===== src/rtl/nand_seq_pkg.sv =====
// Package: opcode encodings, sequencer states and the latch-byte record
// shared by the decoder, the byte timer and the top-level control.
package nand_seq_pkg;

    localparam logic [7:0] OPC_PAGE_RD     = 8'h00;
    localparam logic [7:0] OPC_RD_CONFIRM  = 8'h30;
    localparam logic [7:0] OPC_COL_OUT     = 8'h05;
    localparam logic [7:0] OPC_COL_CONFIRM = 8'hE0;
    localparam logic [7:0] OPC_RESET       = 8'hFF;
    localparam logic [7:0] OPC_STATUS      = 8'h70;
    localparam logic [7:0] OPC_SPARE_RD    = 8'h50;
    localparam logic [7:0] OPC_DATA_IN     = 8'h80;
    localparam logic [7:0] OPC_PROG        = 8'h10;
    localparam logic [7:0] OPC_PROG_CACHE  = 8'h15;
    localparam logic [7:0] OPC_ERASE_SETUP = 8'h60;
    localparam logic [7:0] OPC_ERASE_GO    = 8'hD0;
    localparam logic [7:0] OPC_COL_IN      = 8'h85;

    typedef enum logic [2:0] {
        ST_IDLE,
        ST_PREWAIT,
        ST_SEND,
        ST_GUARD,
        ST_WAITRDY,
        ST_DONE
    } seq_state_t;

    typedef struct packed {
        logic       is_cmd;
        logic [7:0] value;
    } latch_byte_t;

    // True for opcodes that finish straight after their address bytes.
    function automatic logic op_skips_wait(input logic [7:0] op);
        case (op)
            OPC_PROG_CACHE, OPC_PROG, OPC_ERASE_SETUP, OPC_ERASE_GO,
            OPC_DATA_IN, OPC_COL_IN, OPC_STATUS: return 1'b1;
            default:                             return 1'b0;
        endcase
    endfunction

    // True for opcodes whose column is never converted to word units.
    function automatic logic op_is_byte_wide(input logic [7:0] op);
        case (op)
            8'h90, 8'hEC, 8'hEE, 8'hEF: return 1'b1;
            default:                    return 1'b0;
        endcase
    endfunction

endpackage


===== src/rtl/nand_req_decode.sv =====
// Module: nand_req_decode
// Turns a captured request into the list of latch bytes to send and says
// whether a guard interval and ready wait follow.
// Assumes: 16-bit column, row no wider than 20 bits, purely combinational.
module nand_req_decode
    import nand_seq_pkg::*;
#(
    parameter int PAGES_PER_BLOCK = 64,
    parameter int BLOCK_W         = 11,
    parameter int PAGE_BYTES      = 2048,
    parameter bit ROW3_EN         = 1'b1,
    localparam int PAGE_W         = $clog2(PAGES_PER_BLOCK),
    localparam int ROW_BYTES      = ROW3_EN ? 3 : 2,
    localparam int MAX_BYTES      = 4 + ROW_BYTES,
    localparam int LEN_W          = $clog2(MAX_BYTES + 1)
) (
    input  logic [7:0]                      opcode,
    input  logic [BLOCK_W-1:0]              block,
    input  logic [PAGE_W-1:0]               page,
    input  logic [15:0]                     column,
    input  logic                            wide_bus,
    output latch_byte_t [MAX_BYTES-1:0]     byte_list,
    output logic [LEN_W-1:0]                byte_count,
    output logic                            need_guard
);

    localparam int ROW_W    = ROW3_EN ? 20 : 16;
    localparam int CONF_POS = 3 + ROW_BYTES;

    logic [7:0]       eff_op;
    logic [15:0]      col_bytes;
    logic [15:0]      col_sent;
    logic [ROW_W-1:0] row_addr;
    logic [7:0]       row_top;

    // Opcode rewrite and column arithmetic for spare reads and word buses.
    always_comb begin
        eff_op    = (opcode == OPC_SPARE_RD) ? OPC_PAGE_RD : opcode;
        col_bytes = (opcode == OPC_SPARE_RD) ? 16'(column + 16'(PAGE_BYTES)) : column;
        col_sent  = (wide_bus && !op_is_byte_wide(eff_op)) ? (col_bytes >> 1) : col_bytes;
        row_addr  = ROW_W'(block * PAGES_PER_BLOCK + page);
    end

    // Optional fifth address byte carries only the top row nibble.
    generate
        if (ROW3_EN) begin : g_row_top
            assign row_top = {4'b0000, row_addr[ROW_W-1:16]};
        end else begin : g_no_row_top
            assign row_top = 8'h00;
        end
    endgenerate

    // Assemble the ordered latch-byte list and the completion kind.
    always_comb begin
        byte_list    = '0;
        byte_list[0] = '{is_cmd: 1'b1, value: eff_op};
        byte_count   = LEN_W'(1);
        if (eff_op != OPC_RESET) begin
            byte_list[1] = '{is_cmd: 1'b0, value: col_sent[7:0]};
            byte_list[2] = '{is_cmd: 1'b0, value: col_sent[15:8]};
            if (eff_op == OPC_COL_OUT) begin
                byte_list[3] = '{is_cmd: 1'b1, value: OPC_COL_CONFIRM};
                byte_count   = LEN_W'(4);
            end else begin
                byte_list[3] = '{is_cmd: 1'b0, value: row_addr[7:0]};
                byte_list[4] = '{is_cmd: 1'b0, value: row_addr[15:8]};
                if (ROW3_EN) begin
                    byte_list[5] = '{is_cmd: 1'b0, value: row_top};
                end
                if (eff_op == OPC_PAGE_RD) begin
                    byte_list[CONF_POS] = '{is_cmd: 1'b1, value: OPC_RD_CONFIRM};
                    byte_count          = LEN_W'(CONF_POS + 1);
                end else begin
                    byte_count          = LEN_W'(CONF_POS);
                end
            end
        end
        need_guard = !(op_skips_wait(eff_op) || eff_op == OPC_COL_OUT);
    end

endmodule


===== src/rtl/nand_latch_timer.sv =====
// Module: nand_latch_timer
// Strobes one latch byte at a time: nWE low for WE_LOW_CYC cycles, then
// one high cycle, with data and CLE/ALE held throughout.
// Assumes: the caller keeps `go` and the byte steady until `byte_done`.
module nand_latch_timer
    import nand_seq_pkg::*;
#(
    parameter int WE_LOW_CYC = 2,
    localparam int CNT_W     = $clog2(WE_LOW_CYC + 1)
) (
    input  logic        clk,
    input  logic        rst_n,
    input  logic        go,
    input  latch_byte_t cur_byte,
    output logic        byte_done,
    output logic [7:0]  dq_out,
    output logic        cle,
    output logic        ale,
    output logic        we_n
);

    logic [CNT_W-1:0] phase_cnt;

    // Phase counter: runs while a byte is presented, wraps after the high cycle.
    always_ff @(posedge clk) begin
        if (!rst_n)          phase_cnt <= '0;
        else if (!go)        phase_cnt <= '0;
        else if (byte_done)  phase_cnt <= '0;
        else                 phase_cnt <= phase_cnt + 1'b1;
    end

    // Bus pin drive for the byte being presented.
    always_comb begin
        byte_done = go && (phase_cnt == CNT_W'(WE_LOW_CYC));
        we_n      = !(go && !byte_done);
        dq_out    = go ? cur_byte.value : 8'h00;
        cle       = go && cur_byte.is_cmd;
        ale       = go && !cur_byte.is_cmd;
    end

    logic [CNT_W:0] chk_low_run;

    // Checker: length of the current nWE low run.
    always_ff @(posedge clk) begin
        if (!rst_n)     chk_low_run <= '0;
        else if (!we_n) chk_low_run <= chk_low_run + 1'b1;
        else            chk_low_run <= '0;
    end

    assert_cle_ale_excl_R3: assert property (@(posedge clk) disable iff (!rst_n)
        !(cle && ale));

    assert_we_low_len_R3: assert property (@(posedge clk) disable iff (!rst_n)
        chk_low_run <= (CNT_W+1)'(WE_LOW_CYC));

    assert_dq_stable_R3: assert property (@(posedge clk) disable iff (!rst_n)
        (go && $past(go) && !$past(byte_done)) |-> ($stable(dq_out) && $stable(cle)));

endmodule


===== src/rtl/nand_guard_timer.sv =====
// Module: nand_guard_timer
// Counts the write-to-busy guard interval in whole clock cycles.
// Assumes: GUARD_CYC >= 1; `en` stays high until `expired`.
module nand_guard_timer #(
    parameter int GUARD_CYC = 38,
    localparam int CNT_W    = $clog2(GUARD_CYC + 1)
) (
    input  logic clk,
    input  logic rst_n,
    input  logic en,
    output logic expired
);

    logic [CNT_W-1:0] guard_cnt;

    assign expired = en && (guard_cnt == CNT_W'(GUARD_CYC - 1));

    // Guard counter: counts enabled cycles, clears when idle or expired.
    always_ff @(posedge clk) begin
        if (!rst_n)             guard_cnt <= '0;
        else if (!en || expired) guard_cnt <= '0;
        else                    guard_cnt <= guard_cnt + 1'b1;
    end

    assert_expire_enabled_R12: assert property (@(posedge clk) disable iff (!rst_n)
        expired |-> $past(en) || (GUARD_CYC == 1));

endmodule


===== src/rtl/nand_cmd_seq.sv =====
// Module: nand_cmd_seq (top)
// Takes one request, waits for ready, sends its latch bytes and runs the
// opcode's completion (guard + ready wait, or immediate), then pulses done.
// Assumes: nand_rb_n is already synchronous to clk.
module nand_cmd_seq
    import nand_seq_pkg::*;
#(
    parameter int PAGES_PER_BLOCK = 64,
    parameter int BLOCK_W         = 11,
    parameter int PAGE_BYTES      = 2048,
    parameter bit ROW3_EN         = 1'b1,
    parameter int WE_LOW_CYC      = 2,
    parameter int GUARD_CYC       = 38,
    localparam int PAGE_W         = $clog2(PAGES_PER_BLOCK)
) (
    input  logic               clk,
    input  logic               rst_n,
    input  logic               req_valid,
    output logic               req_ready,
    input  logic [7:0]         req_opcode,
    input  logic [BLOCK_W-1:0] req_block,
    input  logic [PAGE_W-1:0]  req_page,
    input  logic [15:0]        req_column,
    input  logic               bus_x16,
    output logic [7:0]         nand_dq_out,
    output logic               nand_cle,
    output logic               nand_ale,
    output logic               nand_ce_n,
    output logic               nand_we_n,
    input  logic               nand_rb_n,
    output logic               done
);

    localparam int ROW_BYTES = ROW3_EN ? 3 : 2;
    localparam int MAX_BYTES = 4 + ROW_BYTES;
    localparam int LEN_W     = $clog2(MAX_BYTES + 1);

    seq_state_t         state;
    logic [7:0]         op_q;
    logic [BLOCK_W-1:0] blk_q;
    logic [PAGE_W-1:0]  pg_q;
    logic [15:0]        col_q;
    logic               x16_q;
    logic [LEN_W-1:0]   idx_q;

    latch_byte_t [MAX_BYTES-1:0] byte_list;
    logic [LEN_W-1:0]            byte_count;
    logic                        need_guard;
    logic                        byte_done;
    logic                        guard_expired;
    logic                        last_byte;

    nand_req_decode #(
        .PAGES_PER_BLOCK(PAGES_PER_BLOCK),
        .BLOCK_W        (BLOCK_W),
        .PAGE_BYTES     (PAGE_BYTES),
        .ROW3_EN        (ROW3_EN)
    ) u_decode (
        .opcode    (op_q),
        .block     (blk_q),
        .page      (pg_q),
        .column    (col_q),
        .wide_bus  (x16_q),
        .byte_list (byte_list),
        .byte_count(byte_count),
        .need_guard(need_guard)
    );

    nand_latch_timer #(.WE_LOW_CYC(WE_LOW_CYC)) u_latch (
        .clk      (clk),
        .rst_n    (rst_n),
        .go       (state == ST_SEND),
        .cur_byte (byte_list[idx_q]),
        .byte_done(byte_done),
        .dq_out   (nand_dq_out),
        .cle      (nand_cle),
        .ale      (nand_ale),
        .we_n     (nand_we_n)
    );

    nand_guard_timer #(.GUARD_CYC(GUARD_CYC)) u_guard (
        .clk    (clk),
        .rst_n  (rst_n),
        .en     (state == ST_GUARD),
        .expired(guard_expired)
    );

    // Handshake and end-of-request outputs.
    always_comb begin
        req_ready = (state == ST_IDLE);
        done      = (state == ST_DONE);
        nand_ce_n = (state != ST_SEND);
        last_byte = (idx_q == byte_count - 1'b1);
    end

    // Request capture, latch-byte index and state sequencing.
    always_ff @(posedge clk) begin
        if (!rst_n) begin
            state <= ST_IDLE;
            op_q  <= '0;
            blk_q <= '0;
            pg_q  <= '0;
            col_q <= '0;
            x16_q <= 1'b0;
            idx_q <= '0;
        end else begin
            case (state)
                ST_IDLE: if (req_valid) begin
                    op_q  <= req_opcode;
                    blk_q <= req_block;
                    pg_q  <= req_page;
                    col_q <= req_column;
                    x16_q <= bus_x16;
                    idx_q <= '0;
                    state <= ST_PREWAIT;
                end
                ST_PREWAIT: if (nand_rb_n) state <= ST_SEND;
                ST_SEND: if (byte_done) begin
                    if (last_byte) state <= need_guard ? ST_GUARD : ST_DONE;
                    else           idx_q <= idx_q + 1'b1;
                end
                ST_GUARD:   if (guard_expired) state <= ST_WAITRDY;
                ST_WAITRDY: if (nand_rb_n)     state <= ST_DONE;
                default:    state <= ST_IDLE;
            endcase
        end
    end

    assert_prewait_hold_R2: assert property (@(posedge clk) disable iff (!rst_n)
        (state == ST_PREWAIT && !nand_rb_n) |=> nand_ce_n);

    assert_done_pulse_R1: assert property (@(posedge clk) disable iff (!rst_n)
        done |=> (!done && req_ready));

    assert_ready_wait_R12: assert property (@(posedge clk) disable iff (!rst_n)
        (state == ST_WAITRDY && !nand_rb_n) |=> !done);

    assert_ce_tracks_latch_R3: assert property (@(posedge clk) disable iff (!rst_n)
        nand_ce_n == !(nand_cle || nand_ale));

endmodule


===== config.mk =====
export PLATFORM = sky130hd
export DESIGN_NAME = nand_cmd_seq
export DESIGN_NICKNAME = d
export VERILOG_FILES = /design/src/rtl/nand_seq_pkg.sv /design/src/rtl/nand_req_decode.sv /design/src/rtl/nand_latch_timer.sv /design/src/rtl/nand_guard_timer.sv /design/src/rtl/nand_cmd_seq.sv
export SDC_FILE = /design/constraint.sdc
export NUM_CORES = 1
export LEC_CHECK = 0
export BUFFER_PORTS_ARGS = -buffer_cell sky130_fd_sc_hd__buf_2
export CAP_MARGIN = 20
export CELL_PAD_IN_SITES_DETAIL_PLACEMENT = 1
export CELL_PAD_IN_SITES_GLOBAL_PLACEMENT = 2
export CORE_ASPECT_RATIO = 0.7
export CORE_UTILIZATION = 31
export DETAILED_ROUTE_END_ITERATION = 10
export HOLD_SLACK_MARGIN = 0.03
export PLACE_DENSITY = 0.85
export SYNTH_ARGS = -nofsm -noshare
export SYNTH_HDL_FRONTEND = slang
export SYNTH_SLANG_ARGS = --single-unit

===== constraint.sdc =====
create_clock -name clk -period 3 [get_ports clk]
set_clock_uncertainty 0.05 [all_clocks]
set_input_delay 0.45 -clock clk [delete_from_list [all_inputs] [get_ports clk]]
set_output_delay 0.45 -clock clk [all_outputs]
set_load 0.005 [all_outputs]

### After elaboration in Yosys (flattened, before gate mapping)

Index checks and enable logic that the tools add are counted.

| operators by class | value |
|---|---|
| bitwise logic cells | 2 |
| $add $sub $neg | 6 |
| magnitude comparators | 1 |
| muxes and demuxes | 27 |
| reduce and logical (&&, ||, !) cells | 23 |
| eq/ne operators | 30 |

Operators by type and width:

| cell | count |
|---|---|
| equality test 8 bit, second input constant | 7 |
| 2-to-1 mux 54 bit | 1 |
| 2-to-1 mux 3 bit | 11 |
| 2-to-1 mux 16 bit | 2 |
| binary-select mux 9 bit (select 3 bit) | 1 |
| 2-to-1 mux 27 bit | 1 |
| 2-to-1 mux 9 bit | 3 |
| equality test 8 x 7 -> 1 bit, second input constant | 3 |
| adder 17 x 6 -> 18 bit | 1 |
| adder 16 x 12 -> 16 bit, second input constant | 1 |
| equality test 8 x 5 -> 1 bit, second input constant | 2 |
| 2-to-1 mux 8 bit | 2 |
| one-hot mux 3 bit (5 select lines) | 1 |
| inequality test 2 bit, second input constant | 7 |
| equality test 8 x 3 -> 1 bit, second input constant | 1 |
| logical NOT 8 bit | 1 |
| inequality test 8 bit, second input constant | 1 |
| OR reduction 7 bit | 1 |
| adder 6 x 1 -> 6 bit, second input constant | 1 |
| equality test 3 x 2 -> 1 bit, second input constant | 2 |
| equality test 3 bit, second input constant | 2 |
| equality test 6 bit, second input constant | 1 |
| logical AND 1 bit | 6 |
| one-hot mux 3 bit (2 select lines) | 1 |
| other kinds (21) | 29 |

| storage, ports and cells | value |
|---|---|
| bits of input ports | 46 |
| output and inout bits | 14 |
| register bits | 56 |
| logic and storage cells | 98 |

### Longest topological paths before layout

Gate-level depths: netlist (run 1).

| logic depth | value |
|---|---|
| word-level depth | 13 |
| depth in mapped cells | 9 |
| mapped depth without buffers | 8 |

### By module

From an unflattened synthesis (run 1), not the netlist that was laid out.

| unflattened totals | value |
|---|---|
| cells, all modules | 497 |
| area, all modules | 3,844.9 um^2 |

By module, submodules not included:

| module | times used | sequential area each (um^2) | cells an instance | area an instance (um^2) |
|---|---|---|---|---|
| nand_cmd_seq | 1 | 960.9 | 306 | 2,441.1 |
| nand_req_decode | 1 | 0.0 | 145 | 964.7 |
| nand_guard_timer | 1 | 120.1 | 27 | 271.5 |
| nand_latch_timer | 1 | 40.0 | 19 | 167.7 |

### Worst setup path before layout (run 1)

OpenSTA, ideal clock, no wires.

| timing path | value |
|---|---|
| kind | reg-to-output |
| start point | reg op_q[1] |
| end point | out nand_dq_out[3] |
| cell stages (with the launch flop) | 9 |
| setup slack | 0.433 ns |
| required time | 2.500 ns |
| buffers on the path | 2 |
| arrival | 2.067 ns |
| cells stage by stage | dfxtp_1 -> buf_6 -> or4_1 -> clkbuf_2 -> nor3_1 -> mux2i_1 -> mux2i_1 -> a221oi_1 -> o31ai_1 |

| between the ends | value |
|---|---|
| word-level cells in the longest chain between the ends | 12 |
| elaborated cells between the ends (all ways) | 20 |

Ends and longest elaborated chain:

| item | line | text |
|---|---|---|
| start: declaration | nand_cmd_seq.sv:39 | `logic [7:0] op_q;` |
| start signal: assignment | nand_cmd_seq.sv:109 | `op_q <= req_opcode;` |
| equality test 8 x 7 -> 1 bit | nand_req_decode.sv:38, nand_req_decode.sv:39 |  |
| 2-to-1 mux 8 bit | nand_req_decode.sv:38 | `eff_op = (opcode == OPC_SPARE_RD) ? OPC_PAGE_RD : opcode;` |
| equality test 8 bit | nand_seq_pkg.sv:44 | `case (op)` |
| OR reduction 4 bit | nand_seq_pkg.sv:44 |  |
| 2-to-1 mux 1 bit | nand_seq_pkg.sv:44 |  |
| logical NOT 1 bit | nand_req_decode.sv:40 | `col_sent = (wide_bus && !op_is_byte_wide(eff_op)) ? (col_bytes >> 1) : col_bytes;` |
| logical AND 1 bit | nand_req_decode.sv:40 |  |
| 2-to-1 mux 16 bit | nand_req_decode.sv:40 |  |
| 2-to-1 mux 54 bit | nand_req_decode.sv:58 | `if (eff_op != OPC_RESET) begin` |
| binary-select mux 9 bit (select 3 bit) * | nand_cmd_seq.sv:73 | `.cur_byte (byte_list[idx_q]),` |
| 2-to-1 mux 9 bit (implied by the code) * | nand_cmd_seq.sv:73 |  |
| 2-to-1 mux 8 bit * | nand_latch_timer.sv:36 | `dq_out = go ? cur_byte.value : 8'h00;` |
| end: declaration | nand_cmd_seq.sv:25 | `output logic [7:0] nand_dq_out,` |

Every way passes the cells marked *; elsewhere a longest branch is shown, timed or not. The select of a mux whose other input is x is not followed.

### Worst setup path after layout (run 1)

| timing path | value |
|---|---|
| start point | reg op_q[1] |
| end point | out nand_dq_out[7] |

Same word-level chain as after synthesis.

==> impl_results.md, run 1 <==
* # Post-CTS Setup Buffers at 0
* DR vias at 3,322
* Period minus WS final at approximately 3 ns
* Run status: complete, no violations
* Die X at around 120 microns
* Largest delay share family, worst path: simple AND/OR/NAND/NOR gates
* Synth Net Count at approximately 480
* Cell variety after synth at 57
* Drt pass-1 iters at 4
* Worst-path clk slew at 0.07 ns
* Slew Limit Fails at 0
* F_max at between 300 and 400 MHz
* WP data arrival at between 2 and 2.5 ns
* Yosys warning count at 0
* Height of the die at 86.6 microns
* Antenna viol nets, final at 0
* Crit-path max cell delay at ~0.65 ns
* Worst VDD drop at 0.187 mV
* WL/cell at approximately 18 microns
* Fin crit share at 0.990
* Total global-route track usage at 0.213
* Kind of start point of the critical path: flop
* Vias in the first global route at 3,327
* Async set-reset flop share out of synthesis at 0
* CP Data Required Time at around 2.5 ns
* PD cells at ~480 nW/um^2
* CP max stage cell: or4_4
* Via/cell ratio at 5.45
* Share of layout cells above drive strength 1 at 0.272
* Global-route wire length before repair at around 17,000 microns
* Post-synth EDFFs at 0
* Core ar. at ~10000 sq um
* Crit path max fanout at 7
* Buf/Inv on CP at 1
* Port buffer count at 59
* CTS tree: built
* Final core utilization at 0.405
* Initial antenna violation count at 0
* Worst-Margin Slew at around 0.86 ns
* CP Cell Sequence: or4_4 -> nor4_2 -> xnor2_1 -> nor4_1 -> a21oi_1 -> a221oi_2 -> buf_2
* Max-cap violations at 0
* Layout fillers at between 1,000 and 1,500
* Ys flop type: dfxtp_1
* Max Buffers Root-to-Sink at 2
* WHS at around 0.33 ns
* Synth Cell Area at 3170 sq um
* GPL Wtd Cong at around 0.9
* Skew-Pair Late Insertion Delay at 0.29 ns
* CTS Root Cell: clkbuf_16
* Post-route DRC at 0
* DP HPWL at approximately 8000 microns
* Unrepaired setup endpoints after global routing: true
* Register Area at between 1000 and 1500 sq um
* H-tree depth at 2
* Crit. End Element: output pin
* Post-synthesis sequential area ratio at 0.354
* Die area at approximately 11,000 sq um
* Total CTS buffers at 5
* I/O Pins at 60
* Total Wirelength at between 10,000 and 15,000 microns
* Cells after Synth at between 400 and 500
* Largest net degree at the start of global routing at 47
* Initial DRC Count at 187
* Multi-input gate area at about 2000 sq um
* Final Hold Vio Count at 0
* Ant diodes at 0
* #FFs+latches synth at 56
* CTS sink count at between 50 and 60
* Static Leak at ~0.0015 uW
* # nets final at ~530
* Remaining Overflow, GRT at 0
* Row cnt at 30
* Synthesis-to-layout area growth at 25.1%
* Syn avg cell area at 7.44 sq um
* Endpoints failing setup at 0
* HP Class: input pin to flop
* CP Class: flop to output pin
* Rel. slew slack at 0.429
* Initial Utilization at 0.323
[power by group]
| group | internal (uW) | total (uW) | switching (uW) |
|---|---|---|---|
| Combinational | 145 | 354 | 209 |
| Clock | 440 | 713 | 272 |
| Sequential | 788 | 836 | 48.4 |
[synth_stat cells, types with 5 or more instances]
master | number | area [sq um]
dfxtp_1 | 56 | 1120
and3_1 | 6 | 37.5
xnor2_1 | 6 | 52.6
a221oi_1 | 11 | 96.3
nor3_1 | 8 | 40.0
a21oi_1 | 54 | 270
nand2_1 | 102 | 383
o21ai_0 | 8 | 40.0
ha_1 | 5 | 62.6
clkbuf_1 | 28 | 105
inv_1 | 9 | 33.8
nor2_1 | 25 | 93.8
nand4_1 | 8 | 50.1
mux2_2 | 10 | 113
mux2i_1 | 6 | 60.1
nor4_1 | 7 | 43.8
nand3_1 | 13 | 65.1
[cell families (layout without fill, tap and decap cells)]
kind of cell	after synthesis	in the layout	synth area share
AOI/OAI and AO/OA	100	100	0.202
xor gates and xnor gates	9	9	0.0249
adders and majority gates	5	5	0.0197
buffers and inverters	43	98	0.0553
DFF	56	56	0.354
muxes	16	16	0.0545
and+or+nand+nor	197	197	0.290
[routing by layer]
| metal | vias to the layer above | wire length [microns] | global-route usage |
|---|---|---|---|
| met5 | - | 0 | 0 |
| met4 | 0 | 125 | 0.0510 |
| met3 | 11 | 820 | 0.0480 |
| met2 | 105 | 4640 | 0.311 |
| met1 | 1598 | 5210 | 0.313 |
| li1 | 1608 | - | - |
[flip-flops by register name, indices dropped and copies added (netlist names)]
register           cells
col_q                 16
blk_q                 11
op_q                   8
pg_q                   6
u_guard.guard_cnt      6
idx_q                  3
state                  3
u_latch.phase_cnt      2
x16_q                  1
[repair_timing]
action / in CTS / in global routing
hold buffers: 0 / 0
hold endpoints to repair: 0 / 0
pin swaps: 0 / 7
cloned: 0 / 0
endpoints found under the setup margin: 8 / 9
resized for setup: 11 / 21
[final cells by class]
| cell class | count | share of cell area |
|---|---|---|
| clock buffer | 7 | 0.0385 |
| timing repair buffer | 81 | 0.116 |
| clock inverter | 1 | 0.00758 |
| sequential | 56 | 0.285 |
| tap | 128 | 0.0404 |
| inverter | 9 | 0.00852 |
| multi-input combinational | 327 | 0.504 |
[worst min-delay path: cells and delay by family]
family,cells,cell delay (ns)
buf+inv,1,0.10
simple gates,1,0.05
compound gates,1,0.05
[metrics by stage]
stage                     power, uW  setup slack [ns]  instance area [sq um]  TNS [ns]  cells
after floorplan                1050             0.433                   3170         0    426
after global placement         1170             0.130                   3650         0    601
after detailed placement       1180             0.106                   3650         0    601
after CTS                      1910           -0.0225                   3870   -0.0445    609
after global routing           2000           -0.0437                   3960    -0.222    609
final                          1900            0.0306                   3960         0    609
[placed cells by master, fill, tap and decap left out, types with 3 or more instances in the layout]
cell and count:
dfxtp_2 4, nor2_1 25, buf_4 22, nand2_1 102
xnor2_1 5, a21oi_1 53, clkbuf_16 5, nor3_1 6
nand4_1 8, inv_1 9, and2_1 3, mux2_2 10
buf_2 59, nor4_2 3, xor2_1 3, ha_1 5
dfxtp_1 51, a221oi_2 4, o21ai_0 6, mux2i_1 5
nand3_1 13, nand2b_1 4, and3_1 5, a221oi_1 7
or3_1 4
[final timing paths]
path | cells past startpoint | slack, ns | endpoint | from
max | 7 | 0.03 | nand_dq_out[7] | op_q[1]
min | 3 | 0.33 | op_q[2] | req_opcode[2]
max reg2reg | 5 | 0.39 | idx_q[0] | idx_q[2]
min reg2reg | 1 | 0.38 | u_latch.phase_cnt[0] | u_latch.phase_cnt[0]
(Power assumes the default switching activity.)
==> run 2, diff against run 1 <==
RECOVER_POWER = 25   (was unset)
==> run 2 against run 1 <==
  * Utilization fell by 0.051 points
  * Count of clock-buffer cells in the layout did not move
  * Clock power barely moved
  * Via count barely moved
  * Total power fell by 0.10%
  * Die area did not move
  * Non-clock buffer count did not move
  * Register-to-register slack barely moved
  * Largest power group unchanged
==> impl_results.md, run 2 (synthesis results as in run 1) <==
* Run status: complete, no violations
* Worst-Margin Slew at 0.846 ns (-0.00957 ns)
* HP Class: input pin to flop
* CP max stage cell: or4_4
* Row cnt at 30 (unchanged)
* WL/cell at 17.7 microns (about the same)
* R2R setup slack at 0.39 ns (about the same)
* Max Buffers Root-to-Sink at 2 (unchanged)
* Worst VDD drop at 0.187 mV (-0.21%)
* Commonest cells after routing, fill and taps aside: 102 x nand2_1, 58 x buf_2, 53 x a21oi_1, 51 x dfxtp_1, 25 x nor2_1
* Core ar. at 9800 sq um (unchanged)
* Drt pass-1 iters at 4 (unchanged)
* I/O Pins at 60 (unchanged)
* Vias in the first global route at 3,327 (unchanged)
* Layout fillers at 1,243 (+0.24%)
* CP Data Required Time at 2.50 ns (about the same)
* PD cells at 480 nW/um^2 (about the same)
* Via/cell ratio at 5.46 (about the same)
* Dpl ws at 0.106 ns (unchanged)
* Post-route DRC at 0 (unchanged)
* Total CTS buffers at 5 (unchanged)
* GPL Wtd Cong at 0.890 (unchanged)
* CTS sink count at 56 (unchanged)
* H-tree depth at 2 (unchanged)
* Initial antenna violation count at 0 (unchanged)
* Logic depth of the worst register-to-register path at 5 (unchanged)
* Endpoints failing setup at 0 (unchanged)
* Height of the die at 86.6 microns (unchanged)
* Worst setup margin at 0.0347 ns (+0.00410 ns)
* Crit-path max cell delay at 0.65 ns (about the same)
* DP HPWL at 8030 microns (unchanged)
* Remaining Overflow, GRT at 0 (unchanged)
* # nets final at 531 (unchanged)
* Largest registers: col_q: 16 flops, blk_q: 11 flops, op_q: 8 flops
* Crit. End Element: output pin
* CTS tree: built
* Static Leak at 0.00148 uW (-0.66%)
* CP Class: flop to output pin
* Largest net degree at the start of global routing at 47 (unchanged)
* Hold path endpoint: op_q[2]
* Ant diodes at 0 (unchanged)
* # Post-CTS Setup Buffers at 0 (unchanged)
* Antenna viol nets, final at 0 (unchanged)
* HP Start: req_opcode[2]
* Initial Utilization at 0.323 (unchanged)
* Reg2reg start: op_q[1]
* Unrepaired setup endpoints after global routing: true
* Total power draw at 1900 uW (-0.10%)
* WP data arrival at 2.47 ns (about the same)
* Largest reg by FF count: col_q
* DR vias at 3,324 (+0.060%)
* Crit path max fanout at 7 (unchanged)
* Share of layout cells above drive strength 1 at 0.268 (-0.00416)
* Final Hold Vio Count at 0 (unchanged)
* Die X at 123 microns (unchanged)
* Worst hold path depth at 3 (unchanged)
* Port buffer count at 59 (unchanged)
* Rel. slew slack at 0.435 (+0.00639)
* Initial DRC Count at 183 (-2.1%)
* Max-cap violations at 0 (unchanged)
* Worst-path clk slew at 0.07 ns (about the same)
* Total Wirelength at 10,800 microns (about the same)
* F_max at 337 MHz (+0.14%)
* Period minus WS final at 2.97 ns (-0.00410 ns)
* Skew-Pair Late Insertion Delay at 0.29 ns (about the same)
* CP Cell Sequence: or4_4 -> nor4_2 -> xnor2_1 -> nor4_1 -> a21oi_1 -> a221oi_2 -> buf_2
* Worst reg2reg endpoint: idx_q[0]
* Slew Limit Fails at 0 (unchanged)
* Global-route wire length before repair at 17,500 microns (unchanged)
* Die area at 10,600 sq um (unchanged)
* Largest register FFs at 16 (unchanged)
* Kind of start point of the critical path: flop
* Leading cell type in the layout, fill and taps excluded: nand2_1
* Fin crit share at 0.988 (-0.00137)
* Setup_tns at 0 ns (unchanged)
* # hold bufs at CTS at 0 (unchanged)
* CTS Root Cell: clkbuf_16
* Synthesis-to-layout area growth at 24.9%
* Total global-route track usage at 0.213 (unchanged)
## run 2: cell types whose count changed in the layout (fill, tap and decap cells not counted), sizes merged
cell / before / now
buf: 81 / 79
clkbuf: 7 / 9
## run 2: worst max-delay path by stage
| stage | depth (start not counted) | from | end | slack [ns] |
|---|---|---|---|---|
| floorplan | 8 | op_q[1] | nand_dq_out[3] | 0.43 |
| global placement | 8 | op_q[1] | nand_dq_out[0] | 0.13 |
| detailed placement | 8 | op_q[5] | nand_dq_out[0] | 0.11 |
| CTS | 7 | op_q[1] | nand_dq_out[7] | -0.02 |
| global route | 7 | op_q[1] | nand_dq_out[7] | -0.04 |
| finish | 7 | op_q[1] | nand_dq_out[7] | 0.03 |
## run 2: final cells by class
type	instances	area, sq um	share of cell area
Clock buffer	7	153	0.0386
Clock inverter	1	30.0	0.00759
Inverter	9	33.8	0.00853
Multi-Input combinational cell	327	2000	0.504
Sequential cell	56	1130	0.285
Tap cell	128	160	0.0405
Timing Repair Buffer	81	455	0.115
## run 2: where the power goes
| group | switching (uW) | internal [uW] | total [uW] |
|---|---|---|---|
| combinational | 209 | 143 | 353 |
| clock | 272 | 440 | 712 |
| sequential | 48.4 | 788 | 836 |
## run 2: per-layer routing
metal  routed length, microns  vias to the layer above  share of wire  GRT usage
met5                        0                        -              0          0
met4                      125                        0          0.012     0.0510
met3                      840                       11          0.078     0.0480
met2                     4650                      108           0.43      0.311
met1                     5190                     1594           0.48      0.313
li1                         -                     1611              -          -
## run 2: worst max-delay path, delay by kind of cell (launching register included)
kind                   cells  cell delay, ns
AO/OA/AOI/OAI              2            0.35
XOR/XNOR                   1            0.13
buffers and inverters      1            0.15
flip-flops                 1            0.36
AND/OR/NAND/NOR            3            1.18
## run 2: what timing repair did
action                     4_1_cts  5_1_grt
pin swaps                        0        7
setup endpoints to repair        8        9
resized for setup               11       21
## run 2: per-stage QoR
stage           util  instance area [sq um]  hold slack (ns)  instances
3_3_place_gp   0.372                   3650            0.348        601
3_5_place_dp   0.372                   3650            0.371        601
2_1_floorplan      -                   3170            0.341        426
4_1_cts        0.395                   3870            0.329        609
6_report       0.404                   3960            0.334        609
5_1_grt        0.404                   3960            0.337        609
==> run 3, diff against run 2 <==
ABC_AREA = 1   (was unset)
CORE_UTILIZATION = 30   (was 31)
PLACE_DENSITY = 0.86   (was 0.85)
clock period = 3.3 ns   (was 3 ns; I/O delays follow)
==> run 3 against run 2 <==
  * Clock power down 12%
  * Sequential power up 22%
  * Count of clock-buffer cells in the layout fell by 1
==> impl_results.md, run 3 <==
* Total global-route track usage at 0.206 (-0.00678)
* Initial antenna violation count at 0 (unchanged)
* Layout fillers at 1,302 (+4.7%)
* #FFs+latches synth at 56 (unchanged)
* # nets final at 569 (+7.2%)
* CP max stage cell: dfxtp_1
* Largest delay share family, worst path: simple AND/OR/NAND/NOR gates
* Crit-path max cell delay at 0.37 ns (-0.28 ns)
* Synth area leaders: dfxtp_1 36%, a21oi_1 9.8%, o21ai_0 9.6%
* Synthesis-to-layout area growth at 18.8%
* CTS Root Cell: clkbuf_16
* Die X at 124 microns (+0.77%)
* Largest reg by FF count: col_q
* Initial Utilization at 0.316 (-0.00791)
* R2R setup slack at 0.63 ns (+0.24 ns)
* Largest register FFs at 16 (unchanged)
* # hold bufs at CTS at 0 (unchanged)
* Max Buffers Root-to-Sink at 2 (unchanged)
* Die area at 10,800 sq um (+1.5%)
* HP Class: flop to flop
* I/O Pins at 60 (unchanged)
* Top post-synthesis cells by count: 73 x nand2_1, 61 x a21oi_1, 60 x o21ai_0, 56 x dfxtp_1, 55 x inv_1
* Area after DPL at 3540 sq um (-2.9%)
* Crit. End Element: output pin
* Logic depth of the worst register-to-register path at 7 (+2)
* Synth Cell Area at 3120 sq um (-1.7%)
* Height of the die at 87.3 microns (+0.77%)
* Worst setup path start: op_q[0]
* Setup_tns at 0 ns (unchanged)
* CTS tree: built
* Fin crit share at 0.931
* Ys flop type: dfxtp_1
* Worst VDD drop at 0.226 mV (+21%)
* Non-Filler Instances at 647 (+6.2%)
* Antenna viol nets, final at 0 (unchanged)
* Fin area at 3700 sq um (-6.5%)
* Buf/Inv on CP at 4 (+3)
* DP HPWL at 8080 microns (+0.60%)
* F_max at ~330 MHz
* Commonest cells after routing, fill and taps aside: 73 x nand2_1, 61 x a21oi_1, 60 x o21ai_0, 58 x buf_2, 56 x dfxtp_1
* Remaining Overflow, GRT at 0 (unchanged)
* Leading cell type in the layout, fill and taps excluded: nand2_1
* Post-route DRC at 0 (unchanged)
* Placed cells at 639 (+6.3%)
* GPL Wtd Cong at 0.862 (-3.1%)
* Final Hold Vio Count at 0 (unchanged)
* Synth Area in Compound Gates at 0.251 (+0.0493)
* Cell variety after synth at 32 (-44%)
* Core ar. at 9870 sq um (+0.77%)
* WL/cell at 16.0 microns (-9.8%)
* Yosys warning count at 0 (unchanged)
* Max-cap violations at 0 (unchanged)
* CP Data Required Time at 2.75 ns (+0.25 ns)
* Largest net degree at the start of global routing at 44 (-6.4%)
* Ant diodes at 0 (unchanged)
* Endpoints failing setup at 0 (unchanged)
* Static Leak at 0.00154 uW (+4.4%)
* Via/cell ratio at 5.03 (-7.9%)
* Period minus WS final at 3.07 ns
* Worst-Margin Slew at 0.944 ns (+0.0981 ns)
* Post-synthesis sequential area ratio at 0.360 (+0.00611)
* Drt pass-1 iters at 4 (unchanged)
* Adder-Cell Fraction of Synth Area at 0.0201 (+0.000341)
* Crit path max fanout at 6 (-1)
* Kind of start point of the critical path: flop
* Crit path depth at 15 (+8)
* Initial DRC Count at 162 (-11%)
* Largest family of logic cells by synthesized area: simple AND/OR/NAND/NOR gates
* Skew-Pair Late Insertion Delay at 0.30 ns (about the same)
* PD cells at 791 nW/um^2 (+65%)
* Rel. slew slack at 0.371 (-0.0647)
* Port buffer count at 59 (unchanged)
* Synth Net Count at 517 (+8.4%)
* Total Wirelength at 10,400 microns (-4.2%)
* Reg2reg start: state[0]
* CP Cell Sequence: nor2_1 -> nand2_2 -> inv_1 -> nand2_2 -> nand2_1 -> nand2_2 -> inv_2 -> nand3_2 -> nand2_1 -> inv_1 -> nand2_1 -> o21ai_0 -> o21ai_0 -> a21oi_1 -> buf_2
* Total power draw at 2930 uW (+54%)
* Worst reg2reg endpoint: op_q[2]
* Global-route wire length before repair at 16,800 microns (-3.7%)
* Largest registers: col_q: 16 flops, blk_q: 11 flops, op_q: 8 flops
* Count leader, synth: nand2_1
* Run status: complete, no violations
* Yosys top cell by area: dfxtp_1
* Total CTS buffers at 5 (unchanged)
* Worst Setup EP: nand_dq_out[0]
* DR vias at 3,252 (-2.2%)
* CTS sink count at 56 (unchanged)
* Row cnt at 30 (unchanged)
* Share of the synthesized area in the top cell type at 0.360 (+0.00611)
* Cells after Synth at 466 (+9.4%)
* Post-Synth Simple-Gate Area at 0.251 (-0.0392)
* CP Class: flop to output pin
* H-tree depth at 2 (unchanged)
* Synth Area in XOR/XNOR at 0.0197 (-0.00519)
* Slew Limit Fails at 0 (unchanged)
* Post-synthesis mux area share at 0 (-0.0545)
* WP data arrival at 2.53 ns (+0.06 ns)
* Post-synth EDFFs at 0 (unchanged)
* Unrepaired setup endpoints after global routing: false
* Async set-reset flop share out of synthesis at 0 (unchanged)
* Vias in the first global route at 3,284 (-1.3%)
* Syn avg cell area at 6.69 sq um (-10%)
* Worst-path clk slew at 0.08 ns (about the same)
* Share of layout cells above drive strength 1 at 0.171 (-0.0967)
-- run 3: worst min-delay path by stage --
stage,start,to,slack (ns),cells after the start
global route,u_latch.phase_cnt[0],u_latch.phase_cnt[0],0.42,1
floorplan,u_latch.phase_cnt[0],u_latch.phase_cnt[0],0.35,1
global placement,u_latch.phase_cnt[0],u_latch.phase_cnt[0],0.36,1
CTS,u_latch.phase_cnt[0],u_latch.phase_cnt[0],0.39,1
detailed placement,u_latch.phase_cnt[0],u_latch.phase_cnt[0],0.38,1
finish,u_latch.phase_cnt[0],u_latch.phase_cnt[0],0.39,1
-- run 3: power by group --
| part | total, uW | internal (uW) | switching (uW) |
|---|---|---|---|
| clock | 628 | 362 | 265 |
| sequential | 1020 | 854 | 165 |
| combinational | 1280 | 412 | 870 |
-- run 3: layout make-up --
type,instances,area [sq um],area share
inverters,59,221,0.0598
clock inverters,2,38.8,0.0105
repair buffers,66,339,0.0916
multi-input cells,330,1690,0.457
flip-flops and latches,56,1120,0.303
well taps,128,160,0.0433
clock buffers,6,129,0.0348
-- run 3: logic make-up after synthesis --
| kind of cell | count (synthesis) |
|---|---|
| AOI/OAI and AO/OA | 143 |
| xor gates and xnor gates | 7 |
| adders and majority gates | 5 |
| DFF | 56 |
| and+or+nand+nor | 175 |
| buffers and inverters | 80 |
-- run 3: repair_timing --
action                                  4_1_cts  5_1_grt
setup buffers                                 0        0
endpoints found under the setup margin        0        2
resized for setup                             0        1
hold endpoints to repair                      0        0
-- run 3: stage by stage --
stage	util	worst slack [ns]	hold WS, ns
2_1_floorplan	-	1.12	0.351
3_3_place_gp	0.359	0.416	0.360
3_5_place_dp	0.359	0.448	0.378
4_1_cts	0.376	0.0931	0.389
5_1_grt	0.375	0.00278	0.418
6_report	0.375	0.227	0.388
-- run 3: layer usage --
metal,wire length (microns),vias to the layer above,track usage
met5,0,-,0
met4,65,0,0.0394
met3,512,6,0.0445
met2,4090,78,0.301
met1,5680,1516,0.308
li1,-,1652,-
